--- src/rtl/i2c_rs_pkg.sv ---
package i2c_rs_pkg;

    typedef enum logic [1:0] {
        ST_IDLE  = 2'd0,
        ST_START = 2'd1,
        ST_BIT   = 2'd2,
        ST_STOP  = 2'd3
    } eng_state_t;

    // Engine state: phase within a bit, bit index (8 = acknowledge), shifter
    typedef struct packed {
        eng_state_t st;
        logic [1:0] qtr;
        logic [3:0] bitn;
        logic [7:0] shreg;
        logic       scl_low;
        logic       sda_low;
    } eng_t;

    // Software-visible flags and the transmit holding byte
    typedef struct packed {
        logic       restart;
        logic       fail;
        logic       nack;
        logic       full;
        logic [7:0] hold;
    } flags_t;

endpackage

--- src/rtl/i2c_rs_tick.sv ---
module i2c_rs_tick #(
    parameter int QTR_CYCLES = 4
) (
    input  logic clk,
    input  logic rst_n,
    input  logic run,
    output logic tick
);
    localparam int CW = (QTR_CYCLES > 1) ? $clog2(QTR_CYCLES) : 1;
    localparam logic [CW-1:0] LAST = CW'(QTR_CYCLES - 1);

    logic [CW-1:0] cnt_d, cnt_q;

    always_comb begin
        tick  = run && (cnt_q == LAST);
        cnt_d = cnt_q;
        if (!run || tick) cnt_d = '0;
        else              cnt_d = cnt_q + 1'b1;
    end

    always_ff @(posedge clk or negedge rst_n) begin
        if (!rst_n) cnt_q <= '0;
        else        cnt_q <= cnt_d;
    end
endmodule

--- src/rtl/i2c_rs_flags.sv ---
module i2c_rs_flags
    import i2c_rs_pkg::*;
(
    input  logic       clk,
    input  logic       rst_n,
    input  logic       master_en,
    input  logic       restart_set,
    input  logic       tx_load,
    input  logic [7:0] tx_data,
    input  logic       fail_clr,
    input  logic       nack_clr,
    input  logic       ev_start_done,
    input  logic       ev_nack,
    input  logic       ev_arb,
    input  logic       ev_consume,
    output logic       restart_o,
    output logic       fail_o,
    output logic       nack_o,
    output logic       full_o,
    output logic [7:0] hold_o
);
    flags_t f_d, f_q;

    always_comb begin
        f_d = f_q;
        if (fail_clr)           f_d.fail = 1'b0;
        if (ev_nack || ev_arb)  f_d.fail = 1'b1;
        if (nack_clr)           f_d.nack = 1'b0;
        if (ev_nack)            f_d.nack = 1'b1;
        if (restart_set && master_en)              f_d.restart = 1'b1;
        if (ev_start_done || ev_nack || !master_en) f_d.restart = 1'b0;
        if (ev_consume)         f_d.full = 1'b0;
        if (tx_load) begin
            f_d.full = 1'b1;
            f_d.hold = tx_data;
        end
    end

    always_ff @(posedge clk or negedge rst_n) begin
        if (!rst_n) f_q <= '0;
        else        f_q <= f_d;
    end

    assign restart_o = f_q.restart;
    assign fail_o    = f_q.fail;
    assign nack_o    = f_q.nack;
    assign full_o    = f_q.full;
    assign hold_o    = f_q.hold;

    assert_restart_ignored_R5: assert property (@(posedge clk) disable iff (!rst_n)
        !master_en |=> !f_q.restart);

    assert_fail_sticky_R8: assert property (@(posedge clk) disable iff (!rst_n)
        (f_q.fail && !fail_clr) |=> f_q.fail);

    assert_nack_sticky_R8: assert property (@(posedge clk) disable iff (!rst_n)
        (f_q.nack && !nack_clr) |=> f_q.nack);
endmodule

--- src/rtl/i2c_rs_master.sv ---
module i2c_rs_master
    import i2c_rs_pkg::*;
#(
    parameter int QTR_CYCLES = 4
) (
    input  logic       clk,
    input  logic       rst_n,
    input  logic       master_en,
    input  logic       go,
    input  logic [6:0] dev_addr,
    input  logic       dir_read,
    input  logic       restart_set,
    input  logic       tx_load,
    input  logic [7:0] tx_data,
    input  logic       fail_clr,
    input  logic       nack_clr,
    input  logic       sda_i,
    output logic       scl_oe,
    output logic       sda_oe,
    output logic       busy,
    output logic       restart_pending,
    output logic       fail,
    output logic       nack_seen,
    output logic       tx_empty
);
    localparam logic [3:0] ACK_BIT = 4'd8;

    eng_t e_d, e_q;
    logic tick;
    logic ev_start_done, ev_nack, ev_arb, ev_consume;
    logic restart_q, full_q;
    logic [7:0] hold_q;

    i2c_rs_tick #(.QTR_CYCLES(QTR_CYCLES)) u_tick (
        .clk  (clk),
        .rst_n(rst_n),
        .run  (e_q.st != ST_IDLE),
        .tick (tick)
    );

    i2c_rs_flags u_flags (
        .clk          (clk),
        .rst_n        (rst_n),
        .master_en    (master_en),
        .restart_set  (restart_set),
        .tx_load      (tx_load),
        .tx_data      (tx_data),
        .fail_clr     (fail_clr),
        .nack_clr     (nack_clr),
        .ev_start_done(ev_start_done),
        .ev_nack      (ev_nack),
        .ev_arb       (ev_arb),
        .ev_consume   (ev_consume),
        .restart_o    (restart_q),
        .fail_o       (fail),
        .nack_o       (nack_seen),
        .full_o       (full_q),
        .hold_o       (hold_q)
    );

    always_comb begin
        e_d           = e_q;
        ev_start_done = 1'b0;
        ev_nack       = 1'b0;
        ev_arb        = 1'b0;
        ev_consume    = 1'b0;
        unique case (e_q.st)
            ST_IDLE: begin
                if (go && master_en) begin
                    e_d.st  = ST_START;
                    e_d.qtr = 2'd0;
                end
            end
            ST_START: begin
                if (tick) begin
                    e_d.qtr = e_q.qtr + 2'd1;
                    unique case (e_q.qtr)
                        2'd0: e_d.sda_low = 1'b0;
                        2'd1: e_d.scl_low = 1'b0;
                        2'd2: e_d.sda_low = 1'b1;
                        default: begin
                            e_d.st        = ST_BIT;
                            e_d.qtr       = 2'd0;
                            e_d.bitn      = 4'd0;
                            e_d.shreg     = {dev_addr, dir_read};
                            e_d.scl_low   = 1'b1;
                            ev_start_done = 1'b1;
                        end
                    endcase
                end
            end
            ST_BIT: begin
                if (tick) begin
                    e_d.qtr = e_q.qtr + 2'd1;
                    unique case (e_q.qtr)
                        2'd0: e_d.sda_low = (e_q.bitn != ACK_BIT) && !e_q.shreg[7];
                        2'd1: e_d.scl_low = 1'b0;
                        2'd2: ;
                        default: begin
                            e_d.qtr     = 2'd0;
                            e_d.scl_low = 1'b1;
                            if (e_q.bitn != ACK_BIT) begin
                                if (!e_q.sda_low && !sda_i) begin
                                    ev_arb      = 1'b1;
                                    e_d.st      = ST_IDLE;
                                    e_d.scl_low = 1'b0;
                                    e_d.sda_low = 1'b0;
                                end else begin
                                    e_d.shreg = {e_q.shreg[6:0], 1'b0};
                                    e_d.bitn  = e_q.bitn + 4'd1;
                                end
                            end else if (sda_i) begin
                                ev_nack = 1'b1;
                                e_d.st  = ST_STOP;
                            end else if (restart_q && master_en) begin
                                e_d.st = ST_START;
                            end else if (full_q) begin
                                ev_consume = 1'b1;
                                e_d.bitn   = 4'd0;
                                e_d.shreg  = hold_q;
                            end else begin
                                e_d.st = ST_STOP;
                            end
                        end
                    endcase
                end
            end
            default: begin
                if (tick) begin
                    e_d.qtr = e_q.qtr + 2'd1;
                    unique case (e_q.qtr)
                        2'd0: e_d.sda_low = 1'b1;
                        2'd1: e_d.scl_low = 1'b0;
                        2'd2: e_d.sda_low = 1'b0;
                        default: begin
                            e_d.st  = ST_IDLE;
                            e_d.qtr = 2'd0;
                        end
                    endcase
                end
            end
        endcase
    end

    always_ff @(posedge clk or negedge rst_n) begin
        if (!rst_n) e_q <= '{st: ST_IDLE, default: '0};
        else        e_q <= e_d;
    end

    assign scl_oe          = e_q.scl_low;
    assign sda_oe          = e_q.sda_low;
    assign busy            = (e_q.st != ST_IDLE);
    assign restart_pending = restart_q;
    assign tx_empty        = !full_q;

    assert_sda_moves_scl_low_R2: assert property (@(posedge clk) disable iff (!rst_n)
        (e_q.st == ST_BIT && !$stable(e_q.sda_low)) |-> e_q.scl_low);

    assert_restart_cleared_R4: assert property (@(posedge clk) disable iff (!rst_n)
        ev_start_done |=> !restart_q);

    assert_nack_flags_R6: assert property (@(posedge clk) disable iff (!rst_n)
        ev_nack |=> (nack_seen && fail && !restart_q && e_q.st == ST_STOP));

    assert_arb_release_R7: assert property (@(posedge clk) disable iff (!rst_n)
        ev_arb |=> (!scl_oe && !sda_oe && !busy && fail));

    assert_idle_released_R1: assert property (@(posedge clk) disable iff (!rst_n)
        (e_q.st == ST_IDLE) |-> (!scl_oe && !sda_oe));
endmodule

--- config.mk ---
export PLATFORM = sky130hd
export DESIGN_NAME = i2c_rs_master
export DESIGN_NICKNAME = d
export VERILOG_FILES = /design/src/rtl/i2c_rs_pkg.sv /design/src/rtl/i2c_rs_tick.sv /design/src/rtl/i2c_rs_flags.sv /design/src/rtl/i2c_rs_master.sv
export SDC_FILE = /design/constraint.sdc
export NUM_CORES = 1
export LEC_CHECK = 0
export ABC_AREA = 1
export BUFFER_PORTS_ARGS = -buffer_cell sky130_fd_sc_hd__buf_4
export CAP_MARGIN = 20
export CORE_MARGIN = 2
export CORE_UTILIZATION = 30
export CTS_BUF_LIST = sky130_fd_sc_hd__clkbuf_8 sky130_fd_sc_hd__clkbuf_16
export CTS_CLUSTER_SIZE = 25
export DETAILED_ROUTE_END_ITERATION = 16
export SLEW_MARGIN = 40
export SYNTH_ARGS = -nofsm -noshare
export SYNTH_HDL_FRONTEND = slang
export SYNTH_SLANG_ARGS = --single-unit
--- constraint.sdc ---
create_clock -name clk -period 2.2 [get_ports clk]
set_clock_uncertainty 0.05 [all_clocks]
set_input_delay 0.22 -clock clk [delete_from_list [all_inputs] [get_ports clk]]
set_output_delay 0.22 -clock clk [all_outputs]
set_load 0.05 [all_outputs]
==> results of run 1 <==
## cell families after synthesis
| kind of cell | Yosys count | share of synthesized area (%) |
|---|---|---|
| AO/OA/AOI/OAI | 41 | 11.08 |
| XOR/XNOR | 2 | 0.8965 |
| adder cells (fa/ha/maj) | 11 | 7.042 |
| buffers and inverters | 36 | 8.514 |
| flip-flops | 32 | 40.97 |
| AND/OR/NAND/NOR | 127 | 31.50 |
## worst max path at each step
| stage | slack (ns) | endpoint | from | cells past startpoint |
|---|---|---|---|---|
| detailed placement | 0.37 | e_q[5] | e_q[16] | 9 |
| CTS | 0.35 | e_q[9] | e_q[16] | 9 |
| floorplan | 0.45 | e_q[12] | e_q[16] | 10 |
| global placement | 0.41 | e_q[13] | e_q[16] | 9 |
| finish | 0.33 | e_q[13] | e_q[16] | 9 |
| global route | 0.18 | e_q[13] | e_q[16] | 9 |
## sequential cells by signal, summed over array words and instances, names as in the netlist
| signal | cells |
|---|---|
| u_tick.cnt_q | 2 |
| u_flags.restart_o | 1 |
| u_flags.full_o | 1 |
| sda_oe | 1 |
| u_flags.hold_o | 8 |
| scl_oe | 1 |
| u_flags.fail_o | 1 |
| e_q | 16 |
| u_flags.nack_o | 1 |
## cells in the mapped netlist
cell       n
ha_1      11
inv_1     26
nor2_2     3
o21bai_1   1
clkinv_4   1
nor2_4     2
clkbuf_1   1
nand2_4    1
or2_2      1
nand3_4    1
a21oi_1   12
nor2_1    16
buf_4      3
o21ai_1    1
buf_6      2
nand4_1    1
inv_2      3
nand3_2   10
xor2_1     1
o221ai_1   1
o211ai_1   1
dfrtp_1   32
xnor2_1    1
a22oi_1    1
nand2_2    3
nand2_1   73
o21ai_0   24
nand3_1   16
## power breakdown
group / total [uW] / internal (uW) / switching (uW)
logic: 79.5 / 37.6 / 41.9
clock network: 451 / 220 / 230
registers: 607 / 602 / 4.47
total: 1140 / 860 / 277
## worst reg2reg max path, cell delays in order (launching register included)
cell	delay (ns)
dfrtp_1	0.42
inv_1	0.10
ha_1	0.44
nor2_2	0.11
nor2_2	0.16
nand2_1	0.08
nor2_2	0.08
buf_4	0.21
nand3_1	0.10
nand2_1	0.06
## metal layers
metal	vias up	part of all wire [%]
li1	864	-
met1	769	48
met2	32	47
met3	7	2.8
met4	0	1.9
met5	-	0
## final cells by class
class	instances	area share, %
timing repair buffer	34	10.98
inverter	30	5.011
sequential	32	34.12
tap	77	4.104
clock inverter	3	0.7996
clock buffer	5	2.932
multi-input combinational	181	42.06
## per-stage QoR
stage	hold slack, ns	setup WS (ns)	area (sq um)
global placement	0.1471	0.4096	2250
finish	0.06851	0.3307	2347
CTS	0.06132	0.3541	2347
floorplan	-0.1256	0.4525	1954
global route	0.07345	0.1829	2347
detailed placement	0.1466	0.3742	2250
==> results by group, run 1 <==
Global route
  • Total track usage: 12.79%
  • Largest net degree at the start of global routing: 33
  • Busiest grt layer: met2
  • Vias in the first global route: 1634
  • Global-route met2 utilization: 21.12%
  • First-pass GRT wire length: 7376 microns
  • Met3 Use GR: 2.655%
  • GR Overflow Total: 0
  • Initial antenna violation count: 0
  • GRT met1 Usage: 16.51%

CTS
  • Post-CTS Setup Inserts: 0
  • Clock Latency Late Sink: 0.29 ns
  • CTS tree: done
  • PostCTS Resize Cnt: 0
  • Total CTS buffers: 5
  • Htree depth: 2
  • Clk slew on worst S/H paths: 0.07 ns
  • Clock Tree Root: clkbuf_8
  • Hold_buf cts: 1
  • TritonCTS Sinks: 32
  • Clk buf depth: 2

Worst setup path
  • Critical Path AT: 2.05 ns
  • Critical Path Source Type: register
  • Crit path capture type: register
  • CP most frequent cell: nor2_2
  • Largest fanout on the critical path: 12
  • Crit path required time: 2.38 ns
  • Crit-path leading delay family: simple AND/OR/NAND/NOR gates
  • Worst R2R Path Depth: 9
  • Worst R2R End: e_q[13]
  • Critical R2R Launch: e_q[16]
  • Largest stage delay, worst path: 0.44 ns
  • Reg-to-reg slack, setup: 0.33 ns
  • CP cell instances: inv_1 > ha_1 > nor2_2 > nor2_2 > nand2_1 > nor2_2 > buf_4 > nand3_1 > nand2_1
  • Bufs and invs on worst path: 2
  • CP max stage cell: ha_1
  • CP Class: register to register

STA
  • Max frequency: 535.0 MHz
  • Setup violators final: 0
  • Slew of the pin with the lowest slew margin: 0.4545 ns
  • RSZ-0062 raised after global routing: no
  • Tcrit/Tclk final: 84.97%
  • Final Slew Violations: 0
  • Final Hold Vio Count: 0
  • Tmin final: 1.869 ns
  • Setup TNS: 0 ns
  • Relative slew slack: 69.70%

Finish
  • Non-Filler Instances: 362
  • Leading cell types in the layout, fill and taps excluded: nand2_1 (73), buf_4 (33), dfrtp_1 (32), inv_1 (26), o21ai_0 (24)
  • Commonest non-fill, non-tap cell in the layout: nand2_1
  • Reg area: 800.8 sq um
  • Area growth syn-to-layout: 20.10%
  • Layout fillers: 680
  • Area of the multi-input gates: 987.2 sq um
  • N_diodes: 0
  • Nets: 320
  • Final Util: 37.18%
  • Share of cells above drive strength 1: 23.16%

Flow run
  • Max cap viols: 0

Placement
  • RD Place Congestion: 0.8374
  • DP HPWL: 3214 microns
  • PortBufs: 31
  • Cells after DPL: 353

Logic synthesis
  • Post-synthesis sequential area ratio: 40.97%
  • Synth top area share: 40.97%
  • Cells after Synth: 249
  • Synth area leaders: dfrtp_1 (41%), nand2_1 (14%), ha_1 (7.0%)
  • Syn Nets: 285
  • Synth Warn #: 0
  • Leading area contributor after synthesis: dfrtp_1
  • Synth unique cells: 28
  • #FFs+latches synth: 32
  • Synthesized area per cell: 7.849 sq um
  • Post-synthesis cell area: 1954 sq um

Power
  • Max VDD drop: 0.3398 mV
  • Total chip power: 1137 uW
  • Power density cells: 484.3 nW/um^2
  • Leakage: 0.001213 uW

Die
  • Starting Density: 30.96%
  • Die Area: 7176 sq um
  • Die height: 84.71 microns
  • Die width: 84.71 microns
  • Cell Rows: 29
  • CORE AREA: 6314 sq um
  • # IOs: 32

Route
  • DR pass1 iterations: 4
  • Vias per cell: 4.619
  • Vias: 1672
  • DRT antenna net count: 0
  • Total Wirelength: 4257 microns
  • DR DRC count: 0
  • Routed WL per cell: 11.76 microns
  • Initial drt markers: 71

Worst hold path
  • Hold depth: 2
  • Hold_sp: nack_clr
  • Hold endpoint: u_flags.nack_o
  • Min-delay worst type: primary input to register

Outcome
  • Status: completed
Note: power is estimated with default switching activity, not from simulation.
==> run 2: changes to the inputs <==
Clock period 2.2 ns to 1.5 ns, I/O delays scaled along.
==> run 2 against run 1 <==
The run now ends with negative setup slack left. Critical path type unchanged. Register-to-register slack worse by 0.44 ns. Global-route usage rose by 1.9 points. Clock-buffer cell count unchanged. Critical endpoint is now e_q[16]. Worst setup slack worse by 0.44 ns.
==> results by group, run 2 (same netlist as run 1, synthesis figures left out) <==
Route
  • DR pass1 iterations: 6 (was 4)
  • Routed WL per cell: 12.73 microns (was 11.76 microns)
  • DRT antenna net count: 0 (unchanged)
  • Vias: 1866 (was 1672)
  • Vias per cell: 4.677 (was 4.619)
  • Total Wirelength: 5078 microns (was 4257 microns)
  • Initial drt markers: 89 (was 71)
  • DR DRC count: 0 (unchanged)

CTS
  • Clk buf depth: 2 (unchanged)
  • Htree depth: 2 (unchanged)
  • Clock Tree Root: clkbuf_8 (unchanged)
  • TritonCTS Sinks: 32 (unchanged)
  • Clock Latency Late Sink: 0.29 ns (about the same)
  • Total CTS buffers: 5 (unchanged)
  • CTS tree: done (unchanged)
  • Clk slew on worst S/H paths: 0.07 ns (about the same)

Finish
  • Largest register FFs: 16 (unchanged)
  • Final Util: 46.67% (was 37.18%)
  • Nets: 357 (was 320)
  • Leading cell types in the layout, fill and taps excluded: nand2_1 (64), buf_4 (56), dfrtp_1 (32), inv_1 (19), o21ai_0 (14) (was nand2_1 (73), buf_4 (33), dfrtp_1 (32), inv_1 (26), o21ai_0 (24))
  • Area growth syn-to-layout: 50.77% (was 20.10%)
  • Register bank with the most flops: e_q (unchanged)
  • Share of cells above drive strength 1: 43.48% (was 23.16%)
  • N_diodes: 0 (unchanged)
  • Commonest non-fill, non-tap cell in the layout: nand2_1 (unchanged)

Worst hold path
  • Min-delay worst type: primary input to register (unchanged)
  • Hold_sp: tx_data[2] (was nack_clr)
  • Hold depth: 3 (was 2)
  • Hold endpoint: u_flags.hold_o[2] (was u_flags.nack_o)

Power
  • Total chip power: 1698 uW (was 1137 uW)
  • Power density cells: 576.1 nW/um^2 (was 484.3 nW/um^2)
  • Switching power: 425.2 uW (was 276.8 uW)
  • Switching power share of the total: 25.05% (was 24.35%)
  • Flop pwr share: 52.3% (was 53.4%)
  • Comb power frac: 7.6% (was 7.0%)
  • Clock Power Share: 40.1% (was 39.6%)
  • Leakage: 0.001430 uW (was 0.001213 uW)
  • Max VDD drop: 0.3759 mV (was 0.3398 mV)
  • Internal power: 1272 uW (was 860.0 uW)

Die
  • # IOs: 32 (unchanged)
  • Die width: 84.71 microns (unchanged)
  • Cell Rows: 29 (unchanged)
  • Die Area: 7176 sq um (unchanged)
  • CORE AREA: 6314 sq um (unchanged)
  • Die height: 84.71 microns (unchanged)
  • Starting Density: 30.96% (unchanged)

STA
  • Worst hold slack: 0.01198 ns (was 0.06851 ns)
  • Tcrit/Tclk final: 107.6% (was 84.97%)
  • Final Slew Violations: 0 (unchanged)
  • Final WS setup: -0.1137 ns (was 0.3307 ns)
  • Max frequency: 619.7 MHz (was 535.0 MHz)
  • Relative slew slack: 72.78% (was 69.70%)
  • RSZ-0062 raised after global routing: yes (was no)
  • Tmin final: 1.614 ns (was 1.869 ns)
  • Final Hold Vio Count: 0 (unchanged)
  • Setup violators final: 19 (was 0)
  • Slew of the pin with the lowest slew margin: 0.4083 ns (was 0.4545 ns)

Worst setup path
  • Largest fanout on the critical path: 6 (was 12)
  • Critical R2R Launch: e_q[17] (was e_q[16])
  • Crit-path leading delay family: simple AND/OR/NAND/NOR gates (unchanged)
  • Critical Path Source Type: register (unchanged)
  • CP cell instances: inv_2 > ha_4 > inv_8 > buf_8 > nand2_4 > nand2_2 > nand3_2 > nor2_4 > nand2_2 > nand2_1 > nand2_1 (was inv_1 > ha_1 > nor2_2 > nor2_2 > nand2_1 > nor2_2 > buf_4 > nand3_1 > nand2_1)
  • CP Class: register to register (unchanged)
  • Largest stage delay, worst path: 0.42 ns (was 0.44 ns)
  • Crit path required time: 1.63 ns (was 2.38 ns)
  • Reg-to-reg slack, setup: -0.11 ns (was 0.33 ns)
  • Crit path capture type: register (unchanged)
  • Bufs and invs on worst path: 3 (was 2)
  • Worst R2R End: e_q[16] (was e_q[13])
  • Worst R2R Path Depth: 11 (was 9)
  • CP max stage cell: dfrtp_1 (was ha_1)
  • Critical Path AT: 1.74 ns (was 2.05 ns)

Global route
  • Largest net degree at the start of global routing: 33 (unchanged)
  • Total track usage: 14.64% (was 12.79%)
  • GR Overflow Total: 0 (unchanged)
  • Initial antenna violation count: 0 (unchanged)
  • First-pass GRT wire length: 8383 microns (was 7376 microns)
  • Vias in the first global route: 1837 (was 1634)

Outcome
  • Status: finished with violations (was completed)
  • Failing checks: negative setup slack

Placement
  • DP HPWL: 3479 microns (was 3214 microns)
  • PortBufs: 31 (unchanged)
  • RD Place Congestion: 0.8342 (was 0.8374)

Flow run
  • Max cap viols: 0 (unchanged)
-- run 2: cell count changes in the layout (fill, tap and decap cells not counted), moves of 6 or more --
cell / before / now
nand2_1: 73 / 64
buf_4: 33 / 56
ha_1: 11 / 5
nand2_2: 3 / 9
inv_1: 26 / 19
buf_6: 0 / 7
o21ai_0: 24 / 14
-- run 2: layout make-up --
type,count,area (sq um)
fillers,615,3367
inverters,30,130.1
repair buffers,70,604.3
clock inverters,3,23.77
flip-flops and latches,32,800.8
multi-input cells,182,1222
well taps,77,96.34
clock buffers,5,68.82
-- run 2: how the worst max path moves through the flow --
stage / start / end / depth (start not counted) / slack, ns
after floorplan: e_q[16] / e_q[14] / 8 / -0.05
final: e_q[17] / e_q[16] / 11 / -0.11
after global routing: e_q[17] / e_q[12] / 11 / -0.18
after detailed placement: e_q[16] / e_q[9] / 8 / -0.29
after CTS: e_q[17] / e_q[16] / 11 / -0.09
after global placement: e_q[16] / e_q[13] / 8 / -0.24
-- run 2: power groups by stage --
stage	Combinational (uW)	Clock, uW	Sequential [uW]
2_1_floorplan	29.7	0	912
3_3_place_gp	122	0	904
3_5_place_dp	124	0	906
4_1_cts	129	696	889
5_1_grt	146	734	891
6_report	129	680	889
-- run 2: what timing repair did --
item / CTS / global route
setup endpoints to repair: 19 / 22
endpoints found under the hold margin: 33 / 0
gates resized for setup: 28 / 45
pin swaps: 10 / 15
gates cloned: 1 / 0
hold buffers: 2 / 0
buffers inserted: 4 / 3
-- run 2: stage by stage --
step	worst slack, ns	TNS, ns	area [sq um]	std cells
floorplan	-0.04636	-0.3888	2003	249
global placement	-0.2431	-3.319	2517	381
detailed placement	-0.2921	-4.026	2517	381
CTS	-0.08730	-0.3442	2790	396
global route	-0.1807	-2.856	2947	399
finish	-0.1137	-1.266	2947	399
-- run 2: metal layers --
layer / track usage, % / vias up / part of all wire, %
li1: - / 950 / -
met1: 18.81 / 865 / 44
met2: 24.62 / 41 / 50
met3: 2.655 / 10 / 3.4
met4: 5.339 / 0 / 2.2
met5: 0 / - / 0
-- run 2: worst min-delay path: stages --
cell and delay [ns]:
buf_4 0.07, nand2_1 0.04, o21ai_0 0.05
==> run 3: changes to the inputs <==
Settings changed: PLACE_DENSITY_LB_ADDON set to 0.05.
==> run 3 against run 2 <==
The flow still finishes with violations (negative setup slack). Largest power group unchanged. Core utilization increased by 1.6 points. Clock power increased by 9.3%. Register-to-register slack about the same. Total power increased by 3.9%. Highest routed layer unchanged. Flip-flop and latch count unchanged. Final cell count increased by 2.0%.
==> results by group, run 3 (same netlist as run 1, synthesis figures left out) <==
Power
  • Leakage: 0.001505 uW (was 0.001430 uW)
  • Max VDD drop: 0.3046 mV (was 0.3759 mV)
  • Power density cells: 579.0 nW/um^2 (was 576.1 nW/um^2)

Global route
  • GR Overflow Total: 0 (unchanged)
  • Total track usage: 15.80% (was 14.64%)
  • Initial antenna violation count: 0 (unchanged)
  • Vias in the first global route: 1726 (was 1837)
  • Largest net degree at the start of global routing: 33 (unchanged)
  • First-pass GRT wire length: 8783 microns (was 8383 microns)

STA
  • Final Hold Vio Count: 0 (unchanged)
  • Tcrit/Tclk final: 107.1% (was 107.6%)
  • Final Slew Violations: 0 (unchanged)
  • Relative slew slack: 71.47% (was 72.78%)
  • Setup violators final: 19 (unchanged)
  • Tmin final: 1.607 ns (was 1.614 ns)
  • Worst hold slack: 0.006656 ns (was 0.01198 ns)
  • RSZ-0062 raised after global routing: yes (unchanged)
  • Slew of the pin with the lowest slew margin: 0.4280 ns (was 0.4083 ns)
  • Final WS setup: -0.1071 ns (was -0.1137 ns)
  • Max frequency: 622.2 MHz (was 619.7 MHz)

Finish
  • Nets: 365 (was 357)
  • Non-Filler Instances: 407 (was 399)
  • Layout fillers: 645 (was 615)
  • Leading cell types in the layout, fill and taps excluded: nand2_1 (63), buf_4 (63), dfrtp_1 (31), inv_1 (21), o21ai_0 (16) (was nand2_1 (64), buf_4 (56), dfrtp_1 (32), inv_1 (19), o21ai_0 (14))
  • Area growth syn-to-layout: 55.83% (was 50.77%)
  • N_diodes: 0 (unchanged)
  • Register bank with the most flops: e_q (unchanged)
  • Share of cells above drive strength 1: 45.45% (was 43.48%)
  • Largest register FFs: 16 (unchanged)

Placement
  • RD Place Congestion: 0.7782 (was 0.8342)
  • Pre-CTS setup slack: -0.3633 ns (was -0.2921 ns)
  • DP HPWL: 3809 microns (was 3479 microns)
  • Cells after DPL: 388 (was 381)
  • PortBufs: 31 (unchanged)

CTS
  • Htree depth: 2 (unchanged)
  • Clk slew on worst S/H paths: 0.08 ns (was 0.07 ns)
  • CTS tree: done (unchanged)
  • Clock Tree Root: clkbuf_8 (unchanged)
  • Total CTS buffers: 5 (unchanged)
  • TritonCTS Sinks: 32 (unchanged)
  • Clk buf depth: 2 (unchanged)
  • Clock Latency Late Sink: 0.30 ns (was 0.29 ns)

Route
  • DR DRC count: 0 (unchanged)
  • M1 wire length: 2783 microns (was 2253 microns)
  • Uppermost layer routed: met4 (unchanged)
  • Routed WL per cell: 13.31 microns (was 12.73 microns)
  • Met2 Wirelength: 2408 microns (was 2536 microns)
  • Initial drt markers: 85 (was 89)
  • Met3 routed wirelength: 158 microns (was 175 microns)
  • Total Wirelength: 5419 microns (was 5078 microns)
  • Vias per cell: 4.499 (was 4.677)
  • DRT antenna net count: 0 (unchanged)
  • Vias: 1831 (was 1866)
  • DR pass1 iterations: 4 (was 6)

Worst setup path
  • CP cell instances: buf_4 > buf_4 > ha_1 > or2_2 > nand4_1 > o21ai_0 (was inv_2 > ha_4 > inv_8 > buf_8 > nand2_4 > nand2_2 > nand3_2 > nor2_4 > nand2_2 > nand2_1 > nand2_1)
  • Crit path required time: 1.63 ns (about the same)
  • Largest fanout on the critical path: 3 (was 6)
  • Bufs and invs on worst path: 2 (was 3)
  • CP max stage cell: dfrtp_2 (was dfrtp_1)
  • Critical Path AT: 1.74 ns (about the same)
  • CP Class: register to register (unchanged)
  • Largest stage delay, worst path: 0.45 ns (was 0.42 ns)
  • Critical Path Source Type: register (unchanged)
  • CP most frequent cell: buf_4
  • Crit-path leading delay family: flip-flops (was simple AND/OR/NAND/NOR gates)
  • Crit path capture type: register (unchanged)

Flow run
  • Max cap viols: 0 (unchanged)

Die
  • Cell Rows: 29 (unchanged)
  • Starting Density: 30.96% (unchanged)
  • Die Area: 7176 sq um (unchanged)
  • CORE AREA: 6314 sq um (unchanged)
  • Die height: 84.71 microns (unchanged)
  • Die width: 84.71 microns (unchanged)
  • # IOs: 32 (unchanged)

Outcome
  • Status: finished with violations (unchanged)
  • Failing checks: negative setup slack (unchanged)

Worst hold path
  • Min-delay worst type: primary input to register (unchanged)
==> run 3: cell types whose count changed in the layout (fill, tap and decap cells not counted), sizes merged <==
| cell | delta |
|---|---|
| buf | +8 |
| clkbuf | +2 |
| clkinv | -1 |
| clkinvlp | -1 |
| inv | +1 |
| nand3 | -1 |
==> run 3: timing repair <==
item / 4_1_cts / 5_1_grt
pin swaps: 12 / 14
setup endpoints to repair: 23 / 23
gates cloned: 0 / 1
resized for setup: 33 / 38
hold endpoints to repair: 33 / 0
hold buffers: 2 / 0
setup buffers: 5 / 3
==> run 3: worst paths after layout <==
path                       cells past startpoint                 to             from  slack, ns
max in group asynchronous                      2            e_q[17]            rst_n       0.78
setup / recovery                               6            e_q[14]          e_q[17]      -0.11
hold reg to reg                                1    u_tick.cnt_q[0]  u_tick.cnt_q[0]       0.39
min in group asynchronous                      2    u_tick.cnt_q[0]            rst_n       0.29
setup reg to reg                               6            e_q[14]          e_q[17]      -0.11
hold / removal                                 3  u_flags.hold_o[2]       tx_data[2]      0.007
==> run 3: worst register-to-register path: stages (launching register included) <==
cell and delay [ns]:
dfrtp_2 0.45, buf_4 0.14, buf_4 0.12, ha_1 0.23
or2_2 0.33, nand4_1 0.09, o21ai_0 0.08
==> run 3: layout make-up <==
| cell class | count | area (sq um) | share of cell area [%] |
|---|---|---|---|
| multi-input cells | 181 | 1227 | 40.30 |
| inverters | 30 | 127.6 | 4.191 |
| clock inverters | 2 | 11.26 | 0.3698 |
| clock buffers | 6 | 82.58 | 2.712 |
| flip-flops and latches | 32 | 802.0 | 26.34 |
| well taps | 77 | 96.34 | 3.164 |
| repair buffers | 79 | 698.2 | 22.93 |
==> run 3: routing by layer <==
layer / vias to the layer above / track usage [%]
met5: - / 0
met1: 848 / 23.00
met4: 0 / 4.762
met3: 8 / 3.933
li1: 954 / -
met2: 21 / 23.12
==> run 3: power by group <==
part	internal (uW)	leakage [uW]	switching (uW)
Combinational	63.4	0.00106	69.2
Sequential	883	0.000395	5.09
Clock	367	0.0000486	376
Total	1310	0.00151	451
==> run 3: metrics by stage <==
stage | instance area [sq um] | util [%] | total power (uW) | setup TNS (ns)
2_1_floorplan | 2003 | - | 941.5 | -0.3888
3_3_place_gp | 2582 | 40.90 | 1034 | -4.992
3_5_place_dp | 2582 | 40.90 | 1036 | -5.393
4_1_cts | 2874 | 45.52 | 1783 | -1.200
5_1_grt | 3045 | 48.24 | 1841 | -2.596
6_report | 3045 | 48.24 | 1763 | -1.133
